<file path="src/rtl/rrw_pkg.sv">
package rrw_pkg;

  typedef enum logic [2:0] {
    S_IDLE,
    S_DATA,
    S_DROP,
    S_HDR,
    S_DONE
  } wr_state_e;

  localparam int IRQ_W        = 16;
  localparam int IRQ_RXOK     = 0;
  localparam int IRQ_RING_OVF = 4;
  localparam int IRQ_FIFO_OVF = 6;
  localparam int PTR_BIAS     = 16;

  // Round a byte count up to the next multiple of four.
  function automatic logic [31:0] round4(input logic [31:0] v);
    return (v + 32'd3) & ~32'd3;
  endfunction

  // Size index 3 behaves as index 2.
  function automatic logic [1:0] eff_idx(input logic [1:0] idx);
    return (idx == 2'd3) ? 2'd2 : idx;
  endfunction

  // Status word of a record header.
  function automatic logic [15:0] pack_status(input logic [4:0] errs,
                                              input logic [2:0] kind);
    logic [15:0] s;
    s        = '0;
    s[0]     = (errs == 5'd0);
    s[5:1]   = errs;
    s[15:13] = kind;
    return s;
  endfunction

endpackage

</file>
<file path="src/rtl/rrw_space.sv">
module rrw_space #(
  parameter int ADDR_W = 15
) (
  input  logic [ADDR_W-1:0] wptr,
  input  logic [ADDR_W-1:0] cons,
  input  logic [ADDR_W-1:0] ring_mask,
  input  logic [ADDR_W:0]   ring_size,
  output logic [ADDR_W:0]   free_bytes
);
  logic [ADDR_W-1:0] used;

  always_comb begin
    used       = (wptr - cons) & ring_mask;
    free_bytes = ring_size - {1'b0, used};
  end
endmodule

</file>
<file path="src/rtl/rrw_swptr.sv">
module rrw_swptr #(
  parameter int ADDR_W = 15
) (
  input  logic              clk,
  input  logic              rst_n,
  input  logic              we,
  input  logic [15:0]       wdata,
  input  logic [ADDR_W-1:0] ring_mask,
  input  logic [ADDR_W-1:0] wptr,
  output logic [15:0]       q,
  output logic [ADDR_W-1:0] cons,
  output logic              empty
);
  localparam logic [15:0] RESET_VAL = 16'(-rrw_pkg::PTR_BIAS);

  always_ff @(posedge clk or negedge rst_n) begin
    if (!rst_n)  q <= RESET_VAL;
    else if (we) q <= wdata;
  end

  always_comb begin
    cons  = ADDR_W'(16'(q + 16'(rrw_pkg::PTR_BIAS))) & ring_mask;
    empty = (cons == wptr);
  end
endmodule

</file>
<file path="src/rtl/rrw_irq.sv">
module rrw_irq #(
  parameter int W = 16
) (
  input  logic         clk,
  input  logic         rst_n,
  input  logic [W-1:0] set_vec,
  input  logic         clr_we,
  input  logic [W-1:0] clr_data,
  output logic [W-1:0] flags
);
  logic [W-1:0] clr_mask;

  assign clr_mask = clr_we ? clr_data : '0;

  always_ff @(posedge clk or negedge rst_n) begin
    if (!rst_n) flags <= '0;
    else        flags <= (flags & ~clr_mask) | set_vec;
  end
endmodule

</file>
<file path="src/rtl/rx_ring_writer.sv">
module rx_ring_writer
  import rrw_pkg::*;
#(
  parameter  int BASE_LOG2 = 13,
  localparam int ADDR_W    = BASE_LOG2 + 2
) (
  input  logic              clk,
  input  logic              rst_n,
  input  logic [1:0]        cfg_size_idx,
  input  logic              rx_valid,
  input  logic              rx_sof,
  input  logic              rx_eof,
  input  logic [7:0]        rx_data,
  input  logic [4:0]        rx_errs,
  input  logic [2:0]        rx_kind,
  output logic              mem_we,
  output logic [ADDR_W-1:0] mem_addr,
  output logic [7:0]        mem_wdata,
  input  logic              swp_we,
  input  logic [15:0]       swp_wdata,
  output logic [15:0]       swp_q,
  output logic              buf_empty,
  input  logic              irq_clr_we,
  input  logic [15:0]       irq_clr_data,
  output logic [15:0]       irq_flags
);
  // Ring geometry
  logic [1:0]        idx_e;
  logic [ADDR_W:0]   ring_size;
  logic [ADDR_W-1:0] ring_mask;

  assign idx_e     = eff_idx(cfg_size_idx);
  assign ring_size = (ADDR_W+1)'(1) << (BASE_LOG2 + int'(idx_e));
  assign ring_mask = ADDR_W'(ring_size - (ADDR_W+1)'(1));

  // State
  wr_state_e         state;
  logic [ADDR_W-1:0] wptr;
  logic [15:0]       cnt;
  logic [31:0]       hdr;
  logic [1:0]        hcnt;

  // Pointer and space
  logic [ADDR_W-1:0] cons;
  logic [ADDR_W:0]   free_bytes;

  rrw_swptr #(.ADDR_W(ADDR_W)) u_swptr (
    .clk       (clk),
    .rst_n     (rst_n),
    .we        (swp_we),
    .wdata     (swp_wdata),
    .ring_mask (ring_mask),
    .wptr      (wptr),
    .q         (swp_q),
    .cons      (cons),
    .empty     (buf_empty)
  );

  rrw_space #(.ADDR_W(ADDR_W)) u_space (
    .wptr       (wptr),
    .cons       (cons),
    .ring_mask  (ring_mask),
    .ring_size  (ring_size),
    .free_bytes (free_bytes)
  );

  // Byte acceptance and named events
  logic              in_frame_ok;
  logic              first_byte, next_byte, take;
  logic [15:0]       byte_idx, byte_len;
  logic              byte_fits;
  logic [ADDR_W-1:0] byte_addr, hdr_addr, next_wptr;
  logic              ev_ring_ovf, ev_fifo_ovf, ev_commit, ev_rxok;

  always_comb begin
    in_frame_ok = (state == S_IDLE) || (state == S_DATA) || (state == S_DROP);
    first_byte  = rx_valid && rx_sof && in_frame_ok;
    next_byte   = rx_valid && !rx_sof && (state == S_DATA);
    take        = first_byte || next_byte;
    byte_idx    = first_byte ? 16'd0 : cnt;
    byte_len    = byte_idx + 16'd1;
    byte_fits   = round4(32'd5 + 32'(byte_idx)) < 32'(free_bytes);
    byte_addr   = ADDR_W'(32'(wptr) + 32'd4 + 32'(byte_idx)) & ring_mask;
    hdr_addr    = ADDR_W'(32'(wptr) + 32'(hcnt)) & ring_mask;
    next_wptr   = ADDR_W'(32'(wptr) + round4(32'd4 + 32'(hdr[31:16]))) & ring_mask;
    ev_ring_ovf = take && !byte_fits;
    ev_fifo_ovf = rx_valid && rx_sof && ((state == S_HDR) || (state == S_DONE));
    ev_commit   = (state == S_DONE);
    ev_rxok     = ev_commit && hdr[0];
  end

  // Interrupt flags
  logic [IRQ_W-1:0] irq_set;

  always_comb begin
    irq_set               = '0;
    irq_set[IRQ_RXOK]     = ev_rxok;
    irq_set[IRQ_RING_OVF] = ev_ring_ovf;
    irq_set[IRQ_FIFO_OVF] = ev_fifo_ovf;
  end

  rrw_irq #(.W(IRQ_W)) u_irq (
    .clk      (clk),
    .rst_n    (rst_n),
    .set_vec  (irq_set),
    .clr_we   (irq_clr_we),
    .clr_data (irq_clr_data),
    .flags    (irq_flags)
  );

  // Record writer
  always_ff @(posedge clk or negedge rst_n) begin
    if (!rst_n) begin
      state     <= S_IDLE;
      wptr      <= '0;
      cnt       <= '0;
      hdr       <= '0;
      hcnt      <= '0;
      mem_we    <= 1'b0;
      mem_addr  <= '0;
      mem_wdata <= '0;
    end else begin
      mem_we <= 1'b0;
      unique case (state)
        S_IDLE, S_DATA, S_DROP: begin
          if (take) begin
            if (byte_fits) begin
              mem_we    <= 1'b1;
              mem_addr  <= byte_addr;
              mem_wdata <= rx_data;
              cnt       <= byte_len;
              if (rx_eof) begin
                hdr   <= {byte_len, pack_status(rx_errs, rx_kind)};
                hcnt  <= '0;
                state <= S_HDR;
              end else begin
                state <= S_DATA;
              end
            end else begin
              state <= rx_eof ? S_IDLE : S_DROP;
            end
          end else if ((state == S_DROP) && rx_valid && rx_eof) begin
            state <= S_IDLE;
          end
        end
        S_HDR: begin
          mem_we    <= 1'b1;
          mem_addr  <= hdr_addr;
          mem_wdata <= hdr[{hcnt, 3'b000} +: 8];
          hcnt      <= hcnt + 2'd1;
          if (hcnt == 2'd3) state <= S_DONE;
        end
        S_DONE: begin
          wptr  <= next_wptr;
          state <= S_IDLE;
        end
        default: state <= S_IDLE;
      endcase
    end
  end
endmodule

</file>
<file path="config.mk">
export PLATFORM = sky130hd
export DESIGN_NAME = rx_ring_writer
export DESIGN_NICKNAME = d
export VERILOG_FILES = /design/src/rtl/rrw_pkg.sv /design/src/rtl/rrw_space.sv /design/src/rtl/rrw_swptr.sv /design/src/rtl/rrw_irq.sv /design/src/rtl/rx_ring_writer.sv
export SDC_FILE = /design/constraint.sdc
export NUM_CORES = 1
export LEC_CHECK = 0
export BUFFER_PORTS_ARGS = -buffer_cell sky130_fd_sc_hd__buf_4
export CAP_MARGIN = 20
export CORE_ASPECT_RATIO = 2
export CORE_MARGIN = 1.5
export CORE_UTILIZATION = 30
export CTS_BUF_LIST = sky130_fd_sc_hd__clkbuf_8
export DETAILED_ROUTE_END_ITERATION = 10
export MAX_ROUTING_LAYER = met4
export PLACE_DENSITY_LB_ADDON = 0.12
export SKIP_CTS_REPAIR_TIMING = 1
export SLEW_MARGIN = 25
export SYNTH_ARGS = -nofsm -noshare
export SYNTH_HDL_FRONTEND = slang
export SYNTH_SLANG_ARGS = --single-unit
export TNS_END_PERCENT = 50
</file>
<file path="constraint.sdc">
create_clock -name clk -period 5.71 [get_ports clk]
set_input_delay 1.713 -clock clk [delete_from_list [all_inputs] [get_ports clk]]
set_output_delay 1.713 -clock clk [all_outputs]
set_load 0.005 [all_outputs]
</file>
==> run summary, run 1 <==
Worst-Skew Late Latency: 0.51 ns
WS Path Type: reg -> reg
most frequent standard cell in the layout excluding fill and tap cells: buf_4
final total power: 4.28 mW
mean number of vias per cell: 5.10
type of element launching the critical path: flop
post-DP HPWL: 23500 um
met1 capacity usage during global routing: 21.2%
largest net degree at the start of global routing: 63
remaining antenna violation count: 0
number of slew-limit violations in the final report: 0
fin crit share: 94.3%
number of buffers on the longest clock path: 2
first-pass GRT wire length: 46100 um
router iterations before antenna repair: 4
antenna violations before repair: 1
height of the chip: 243 um
arrival time at the worst endpoint: 5.75 ns
cell count after synthesis: 971
grt total ovfl: 0
CTS H-tree lvls: 4
Yosys reg bits: 117
combined area of all synthesized cells: 8620 um^2
number of enable-type register cells in the synthesized netlist: 0
via count of the first global-routing pass: 7824
Remaining DRCs: 0
core box area: 28200 um^2
Synth cell types: 70
highest achievable clock rate: 186 MHz
area post-placement: 10000 um^2
worst clock skew: 0.0139 ns
YS warnings: 0
routed wire length: 29500 um
setup ws final: 0.323 ns
Final Instance Area: 10400 um^2
class of the tightest hold or removal check: reg -> reg
routed length per instance: 20.1 um
IO buf count: 113
largest driver fanout on the critical path: 14
global-route layer with the greatest usage: met2
number of setup violations in the final report: 0
number of maximum-capacitance violations: 0
portion of the post-synthesis area used by sequential elements: 34.1%
final instance count without filler cells: 1469
final hold vios: 0
worst ir drop on vdd: 0.131 mV
Area Overhead vs Synth: 20.8%
GRT Total Usage: 21.5%
static leakage: 4.82 nW
layout cells sized above 1: 20.9%
Die Footprint: 29800 um^2
cell count after placement: 1435
final critical delay including setup and external delays: 5.39 ns
via count: 7498
1st-iter DRT viols: 354
starting density of the core: 30.6%
met3 global-route usage: 3.13%
floorplan die width: 123 um
fraction of registers with async set/reset: 100%
Power per Cell Area: 411 nW/um^2
Clock transition at path regs: 0.08 ns
run status: finished, final reports clean
routability cong.: 0.930
crit path capture type: flop
commonest cells after routing, fill and taps aside: buf_4, nand2_1, dfrtp_1
Post-synth top flop: dfrtp_1
# rows: 87
top-level I/O count: 114
CTS buffer count: 17
worst slack, placed: 0.0872 ns
CTS tree: yes
slew of the pin with the lowest slew margin: 0.873 ns
average instance area after synthesis: 8.88 um^2
grt met2 use: 40.8%
clk sinks: 117
headroom to the max-slew limit: 41.8%
clock tree root driver cell: clkbuf_8
final net count: 1239
final core utilization: 36.9%
worst endpoint required time: 6.07 ns
## area by class of cell
cell class | count | area (um^2)
clock buffer | 18 | 248
tap | 356 | 445
clock inverter | 14 | 128
inverter | 35 | 131
multi-input combinational | 780 | 5390
timing repair buffer | 148 | 1120
sequential | 117 | 2940
fill | 2951 | 17800
antenna | 1 | 2.50
## sequential cells by signal (all words and copies together), names as in the netlist
signal and cells:
cnt 16, hcnt 2, hdr 25, mem_addr 15
mem_wdata 8, mem_we 1, state 3, u_irq.flags 16
u_swptr.q 16, wptr 15
## worst paths after layout
kind | start | to | slack [ns] | depth (start not counted)
min reg2reg | mem_addr[1] | mem_addr[1] | 0.50 | 2
max reg2reg | u_swptr.q[5] | mem_wdata[6] | 0.32 | 24
max | u_swptr.q[5] | mem_wdata[6] | 0.32 | 24
min | mem_addr[1] | mem_addr[1] | 0.50 | 2
min in group asynchronous | rst_n | u_irq.flags[11] | 1.28 | 1
max in group asynchronous | rst_n | u_swptr.q[7] | 3.40 | 2
## Yosys cell counts, types with 3 or more instances
master	instances	area [um^2]
xor2_1	47	412
nand3_1	44	220
clkbuf_1	31	116
xnor2_1	45	394
nor2_1	62	233
fa_1	5	100
o41ai_1	3	26.3
nor2b_1	9	56.3
buf_2	8	40.0
o21ai_0	67	335
or3_1	5	31.3
a211oi_1	5	37.5
a22o_1	10	87.6
dfrtp_1	105	2630
nor3_1	16	80.1
o31ai_1	18	135
inv_1	34	128
and2_1	20	125
a311oi_1	6	52.6
and4_1	3	26.3
nand2b_1	8	50.1
ha_1	78	976
o22ai_1	7	43.8
mux2_2	22	248
or2_2	5	31.3
a31oi_1	22	138
and3_1	19	119
mux2i_1	11	110
a21boi_0	15	113
nand2_1	117	439
a21o_1	11	82.6
nand4_1	8	50.1
dfstp_2	12	315
o21a_1	4	30.0
a21oi_1	45	225
## worst max-delay path: stages (launching register included)
cell,delay (ns)
dfstp_2,0.58
ha_1,0.21
xor2_1,0.17
nand2_1,0.08
ha_1,0.34
o21a_1,0.21
nor2_4,0.06
a21oi_1,0.15
a21oi_2,0.09
xnor2_1,0.19
a2111oi_4,0.36
and3_1,0.26
nand2_1,0.08
xor2_1,0.16
ha_1,0.29
a21o_1,0.18
a211oi_1,0.30
nand3_1,0.10
nand3b_1,0.18
a21o_1,0.28
or2_1,0.35
buf_4,0.24
and3_1,0.19
a21oi_1,0.09
o21ai_0,0.09
## cells by family (layout without fill, tap and decap cells)
kind of cell | count (synthesis) | count (layout) | synth area share (%)
and+or+nand+nor | 331 | 331 | 18.4
AOI/OAI and AO/OA | 234 | 234 | 17.4
DFF | 117 | 117 | 34.1
xor gates and xnor gates | 92 | 92 | 9.35
adders and majority gates | 83 | 83 | 12.5
buffers and inverters | 77 | 215 | 3.56
muxes | 35 | 35 | 4.54
other | 2 | 6 | 0.0871
## metrics by stage
step,hold slack (ns),setup TNS (ns)
final,0.501,0
after global routing,0.533,-0.00442
after CTS,0.509,0
after detailed placement,0.490,0
after global placement,0.467,0
after floorplan,0.448,0
## per-layer routing
metal,share of wire [%],wire [um]
met1,36,10500
met2,58,17300
met3,2.6,755
met4,3.3,980
met5,0,0
## power by group
part | internal (mW) | switching (mW) | leakage (nW)
registers | 1.03 | 0.212 | 1.48
clock network | 0.357 | 0.411 | 0.182
logic | 0.964 | 1.30 | 3.16
total | 2.35 | 1.93 | 4.82
Power figures use the tool's default switching activity.
==> inputs of run 2 (changes only) <==
--- a/config.mk
+++ b/config.mk
@@ -7,6 +7,8 @@
 export LEC_CHECK = 0
 export BUFFER_PORTS_ARGS = -buffer_cell sky130_fd_sc_hd__buf_4
 export CAP_MARGIN = 20
+export CELL_PAD_IN_SITES_DETAIL_PLACEMENT = 0
+export CELL_PAD_IN_SITES_GLOBAL_PLACEMENT = 1
 export CORE_ASPECT_RATIO = 2
 export CORE_MARGIN = 1.5
 export CORE_UTILIZATION = 30
==> run 2 against run 1 <==
Effect of this change:
- largest cell class unchanged
- non-clock buffer count fell by 11
- setup slack improved by 0.054 ns
- cell area fell by 0.34%
- combinational power fell by 3%
- clock power rose by 7.7%
- power rose by 0.53%
- routed wire length rose by 0.71%
- flip-flop and latch count did not move
- critical path depth fell by 1
==> run summary, run 2 (synthesis gave the netlist of run 1 again) <==
via count of the first global-routing pass: 7756
post-DP HPWL: 23900 um
starting density of the core: 30.6%
CTS H-tree lvls: 4
via count: 7459
antenna violations before repair: 1
routed length per instance: 20.4 um
routed wire length: 29700 um
worst clock skew: 0.0157 ns
# rows: 87
number of maximum-capacitance violations: 0
remaining antenna violation count: 0
class of the tightest hold or removal check: reg -> reg
setup tns final: 0 ns
unrepaired setup endpoints after global routing: false
largest net degree at the start of global routing: 50
Most flops, register: hdr
core box area: 28200 um^2
number of setup violations in the final report: 0
routability cong.: 0.833
Power per Cell Area: 415 nW/um^2
GRT Total Usage: 21.4%
worst endpoint required time: 6.14 ns
final critical delay including setup and external delays: 5.33 ns
headroom to the max-slew limit: 38.4%
Remaining DRCs: 0
IO buf count: 113
clk sinks: 117
clock tree root driver cell: clkbuf_8
Worst-Skew Late Latency: 0.50 ns
CTS buffer count: 17
final hold vios: 0
1st-iter DRT viols: 315
slew of the pin with the lowest slew margin: 0.916 ns
floorplan die width: 123 um
worst ir drop on vdd: 0.164 mV
number of buffers on the longest clock path: 2
number of slew-limit violations in the final report: 0
top-level I/O count: 114
layout cells sized above 1: 19.9%
final net count: 1228
worst slack, placed: 0.130 ns
largest driver fanout on the critical path: 32
worst hold margin: 0.483 ns
Clock transition at path regs: 0.08 ns
WS Path Type: reg -> reg
fin crit share: 93.4%
Die Footprint: 29800 um^2
first-pass GRT wire length: 45400 um
mean number of vias per cell: 5.12
run status: finished, final reports clean
flip-flop count of the largest register after layout: 25
static leakage: 4.80 nW
router iterations before antenna repair: 4
arrival time at the worst endpoint: 5.77 ns
most frequent standard cell in the layout excluding fill and tap cells: buf_4
highest achievable clock rate: 188 MHz
type of element launching the critical path: flop
Area Overhead vs Synth: 20.4%
grt total ovfl: 0
height of the chip: 243 um
commonest cells after routing, fill and taps aside: buf_4, nand2_1, dfrtp_1
crit path capture type: flop
CTS tree: yes
setup ws final: 0.377 ns
==> run 2: cell count changes in the layout (fill, tap and decap cells not counted), moves of 2 or more <==
cell        change
buf_4          -12
bufinv_16       +2
clkinvlp_4      -2
inv_1           +3
==> run 2: path summary, 6_finish.rpt <==
| check | start | end | slack (ns) | depth (start not counted) |
|---|---|---|---|---|
| worst max-delay path | u_swptr.q[4] | mem_addr[14] | 0.38 | 23 |
| worst min-delay path | hdr[31] | hdr[31] | 0.48 | 2 |
| worst max register to register | u_swptr.q[4] | mem_addr[14] | 0.38 | 23 |
| worst min register to register | hdr[31] | hdr[31] | 0.48 | 2 |
| max in group asynchronous | rst_n | wptr[6] | 3.42 | 2 |
| min in group asynchronous | rst_n | hdr[5] | 1.26 | 1 |
==> run 2: layer usage <==
metal	vias up	wire, um	track usage [%]
li1	3696	-	-
met4	0	1010	9.13
met3	47	758	3.22
met5	-	0	-
met2	139	17100	40.0
met1	3577	10800	21.3
==> run 2: critical path, cell delays in order (launching register included) <==
cell and delay [ns]:
dfstp_2 0.62, ha_1 0.24, xor2_1 0.19, nand2_1 0.08, ha_1 0.36, o21a_1 0.22
nor2_4 0.05, a21oi_1 0.16, a21oi_2 0.09, xnor2_1 0.19, a2111oi_4 0.39, and3_1 0.25
nand2_1 0.08, xor2_1 0.21, ha_1 0.29, a21o_1 0.19, a211oi_2 0.26, nand3_1 0.09
nand3b_1 0.16, a21o_1 0.25, or2_1 0.25, buf_4 0.26, o22ai_1 0.24, a22o_1 0.14
==> run 2: per-stage QoR <==
step,power [mW],std cells,area (um^2),util (%)
after floorplan,2.67,974,8630,-
after CTS,4.35,1456,10400,36.7
final,4.30,1458,10400,36.8
after detailed placement,3.50,1424,9940,35.3
after global routing,4.66,1458,10400,36.8
after global placement,3.49,1424,9940,35.3
==> run 2: where the power goes <==
group	switching, mW	total (mW)	internal (mW)
Combinational	1.26	2.21	0.943
Sequential	0.238	1.27	1.03
Clock	0.387	0.827	0.440
Total	1.89	4.30	2.42
==> run 2: final cells by class <==
type	instances	area, um^2
antenna	1	2.50
clock inverter	14	161
fill	2914	17800
tap	356	445
inverter	35	131
timing repair buffer	137	1040
sequential	117	2940
multi-input combinational	780	5400
clock buffer	18	248
==> inputs of run 3 (changes only) <==
--- a/config.mk
+++ b/config.mk
@@ -5,7 +5,7 @@
 export SDC_FILE = /design/constraint.sdc
 export NUM_CORES = 1
 export LEC_CHECK = 0
-export BUFFER_PORTS_ARGS = -buffer_cell sky130_fd_sc_hd__buf_4
+export BUFFER_PORTS_ARGS = -buffer_cell sky130_fd_sc_hd__clkbuf_2
 export CAP_MARGIN = 20
 export CELL_PAD_IN_SITES_DETAIL_PLACEMENT = 0
 export CELL_PAD_IN_SITES_GLOBAL_PLACEMENT = 1
@@ -13,6 +13,7 @@
 export CORE_MARGIN = 1.5
 export CORE_UTILIZATION = 30
 export CTS_BUF_LIST = sky130_fd_sc_hd__clkbuf_8
+export CTS_CLUSTER_DIAMETER = 120
 export DETAILED_ROUTE_END_ITERATION = 10
 export MAX_ROUTING_LAYER = met4
 export PLACE_DENSITY_LB_ADDON = 0.12
==> run 3 against run 2 <==
Effect of this change:
- first-iteration DRC count shrank 2.5%
- via count grew 0.59%
- worst hold slack gained 0.010 ns
- highest routed layer unchanged
==> run summary, run 3 (synthesis gave the netlist of run 1 again) <==
CTS buffer count: 17
number of buffers on the longest clock path: 2
internal power consumption: 2.33 mW
WS Path Type: reg -> reg
GRT Total Usage: 21.6%
mean number of vias per cell: 5.12
via count of the first global-routing pass: 7889
commonest cells after routing, fill and taps aside: nand2_1, clkbuf_2, dfrtp_1
Die Footprint: 29800 um^2
CTS tree: yes
worst clock skew: 0.0218 ns
clock tree root driver cell: clkbuf_8
router iterations before antenna repair: 4
sequential group share of total power: 29.6%
final instance count without filler cells: 1466
final core utilization: 36.1%
proportion of power drawn by combinational gates: 51.2%
highest routing layer actually used: met4
worst endpoint required time: 6.08 ns
starting density of the core: 30.6%
cell count after placement: 1429
Clock transition at path regs: 0.08 ns
antenna violations before repair: 1
grt total ovfl: 0
final hold vios: 0
Area Overhead vs Synth: 18.1%
most frequent standard cell in the layout excluding fill and tap cells: nand2_1
remaining antenna violation count: 0
final total power: 4.27 mW
layout cells sized above 1: 21.0%
Remaining DRCs: 0
routability cong.: 0.890
switching share of power: 45.4%
R2R cell count: 23
slew of the pin with the lowest slew margin: 0.945 ns
# rows: 87
Worst Hold Path Cells: 2
crit path capture type: flop
first-pass GRT wire length: 45900 um
final net count: 1236
number of maximum-capacitance violations: 0
largest driver fanout on the critical path: 42
worst ir drop on vdd: 0.172 mV
routed metal-1 wire length: 11000 um
Worst-Skew Late Latency: 0.50 ns
via count: 7503
arrival time at the worst endpoint: 5.71 ns
headroom to the max-slew limit: 36.8%
class of the tightest hold or removal check: reg -> reg
core box area: 28200 um^2
number of slew-limit violations in the final report: 0
Power per Cell Area: 419 nW/um^2
count of filler cells inserted in the layout: 2994
height of the chip: 243 um
met3 routed wirelength: 706 um
largest net degree at the start of global routing: 118
clk sinks: 117
CTS H-tree lvls: 4
post-DP HPWL: 23800 um
routed wl met2: 16900 um
switching power summed over all nets: 1.94 mW
final critical delay including setup and external delays: 5.33 ns
floorplan die width: 123 um
routed length per instance: 20.3 um
static leakage: 4.75 nW
Most flops, register: hdr
flip-flop count of the largest register after layout: 25
run status: finished, final reports clean
routed wire length: 29800 um
fin crit share: 93.4%
IO buf count: 113
number of setup violations in the final report: 0
clock network fraction of design power: 19.2%
1st-iter DRT viols: 307
type of element launching the critical path: flop
highest achievable clock rate: 187 MHz
top-level I/O count: 114
[run 3: cell type report]
class	count	area (um^2)	area share, %
Inverter	35	131	1.29
Clock inverter	15	171	1.68
Antenna cell	1	2.50	0.0246
Multi-Input combinational cell	780	5410	53.2
Tap cell	356	445	4.38
Timing Repair Buffer	145	837	8.22
Clock buffer	17	234	2.30
Sequential cell	117	2940	28.9
[run 3: final timing paths]
| path | from | end | slack, ns |
|---|---|---|---|
| max | u_swptr.q[5] | hdr[5] | 0.38 |
| min | u_irq.flags[6] | u_irq.flags[6] | 0.49 |
| max reg2reg | u_swptr.q[5] | hdr[5] | 0.38 |
| min reg2reg | u_irq.flags[6] | u_irq.flags[6] | 0.49 |
| max in group asynchronous | rst_n | cnt[13] | 3.85 |
| min in group asynchronous | rst_n | mem_wdata[5] | 1.30 |
[run 3: critical path: stages (launching register included)]
cell and delay [ns]:
dfstp_2 0.59, ha_1 0.23, xor2_1 0.16, nand2_1 0.08, ha_1 0.36, o21a_1 0.22
nor2_4 0.05, a21oi_1 0.17, a21oi_2 0.09, xnor2_1 0.20, a2111oi_4 0.41, and3_4 0.25
nand2_1 0.08, xor2_2 0.16, ha_1 0.30, a21o_1 0.19, a211oi_2 0.24, nand3_1 0.10
nand3b_1 0.19, a21o_1 0.26, nor2_2 0.23, nand2_1 0.14, buf_12 0.20, mux2_1 0.31
[run 3: routing by layer]
layer  GRT usage [%]  vias to the layer above
li1                -                     3713
met1            21.9                     3568
met2            39.8                      167
met3            2.80                       55
met4            10.3                        0
met5               -                        -
[run 3: power groups by stage]
| stage | Clock, mW | Sequential, mW | Combinational [mW] |
|---|---|---|---|
| final | 0.820 | 1.26 | 2.19 |
| after global routing | 0.889 | 1.29 | 2.45 |
| after CTS | 0.853 | 1.27 | 2.20 |
| after detailed placement | 0 | 1.28 | 2.18 |
| after global placement | 0 | 1.29 | 2.19 |
| after floorplan | 0 | 1.21 | 1.47 |
[run 3: metrics by stage]
stage | setup WS (ns) | area (um^2) | hold WS (ns) | TNS (ns)
5_1_grt | -0.0185 | 10200 | 0.526 | -0.0218
2_1_floorplan | 0.248 | 8630 | 0.448 | 0
3_5_place_dp | 0.0342 | 9710 | 0.478 | 0
6_report | 0.376 | 10200 | 0.493 | 0
4_1_cts | -0.0141 | 10100 | 0.496 | -0.0565
3_3_place_gp | 0.115 | 9710 | 0.466 | 0
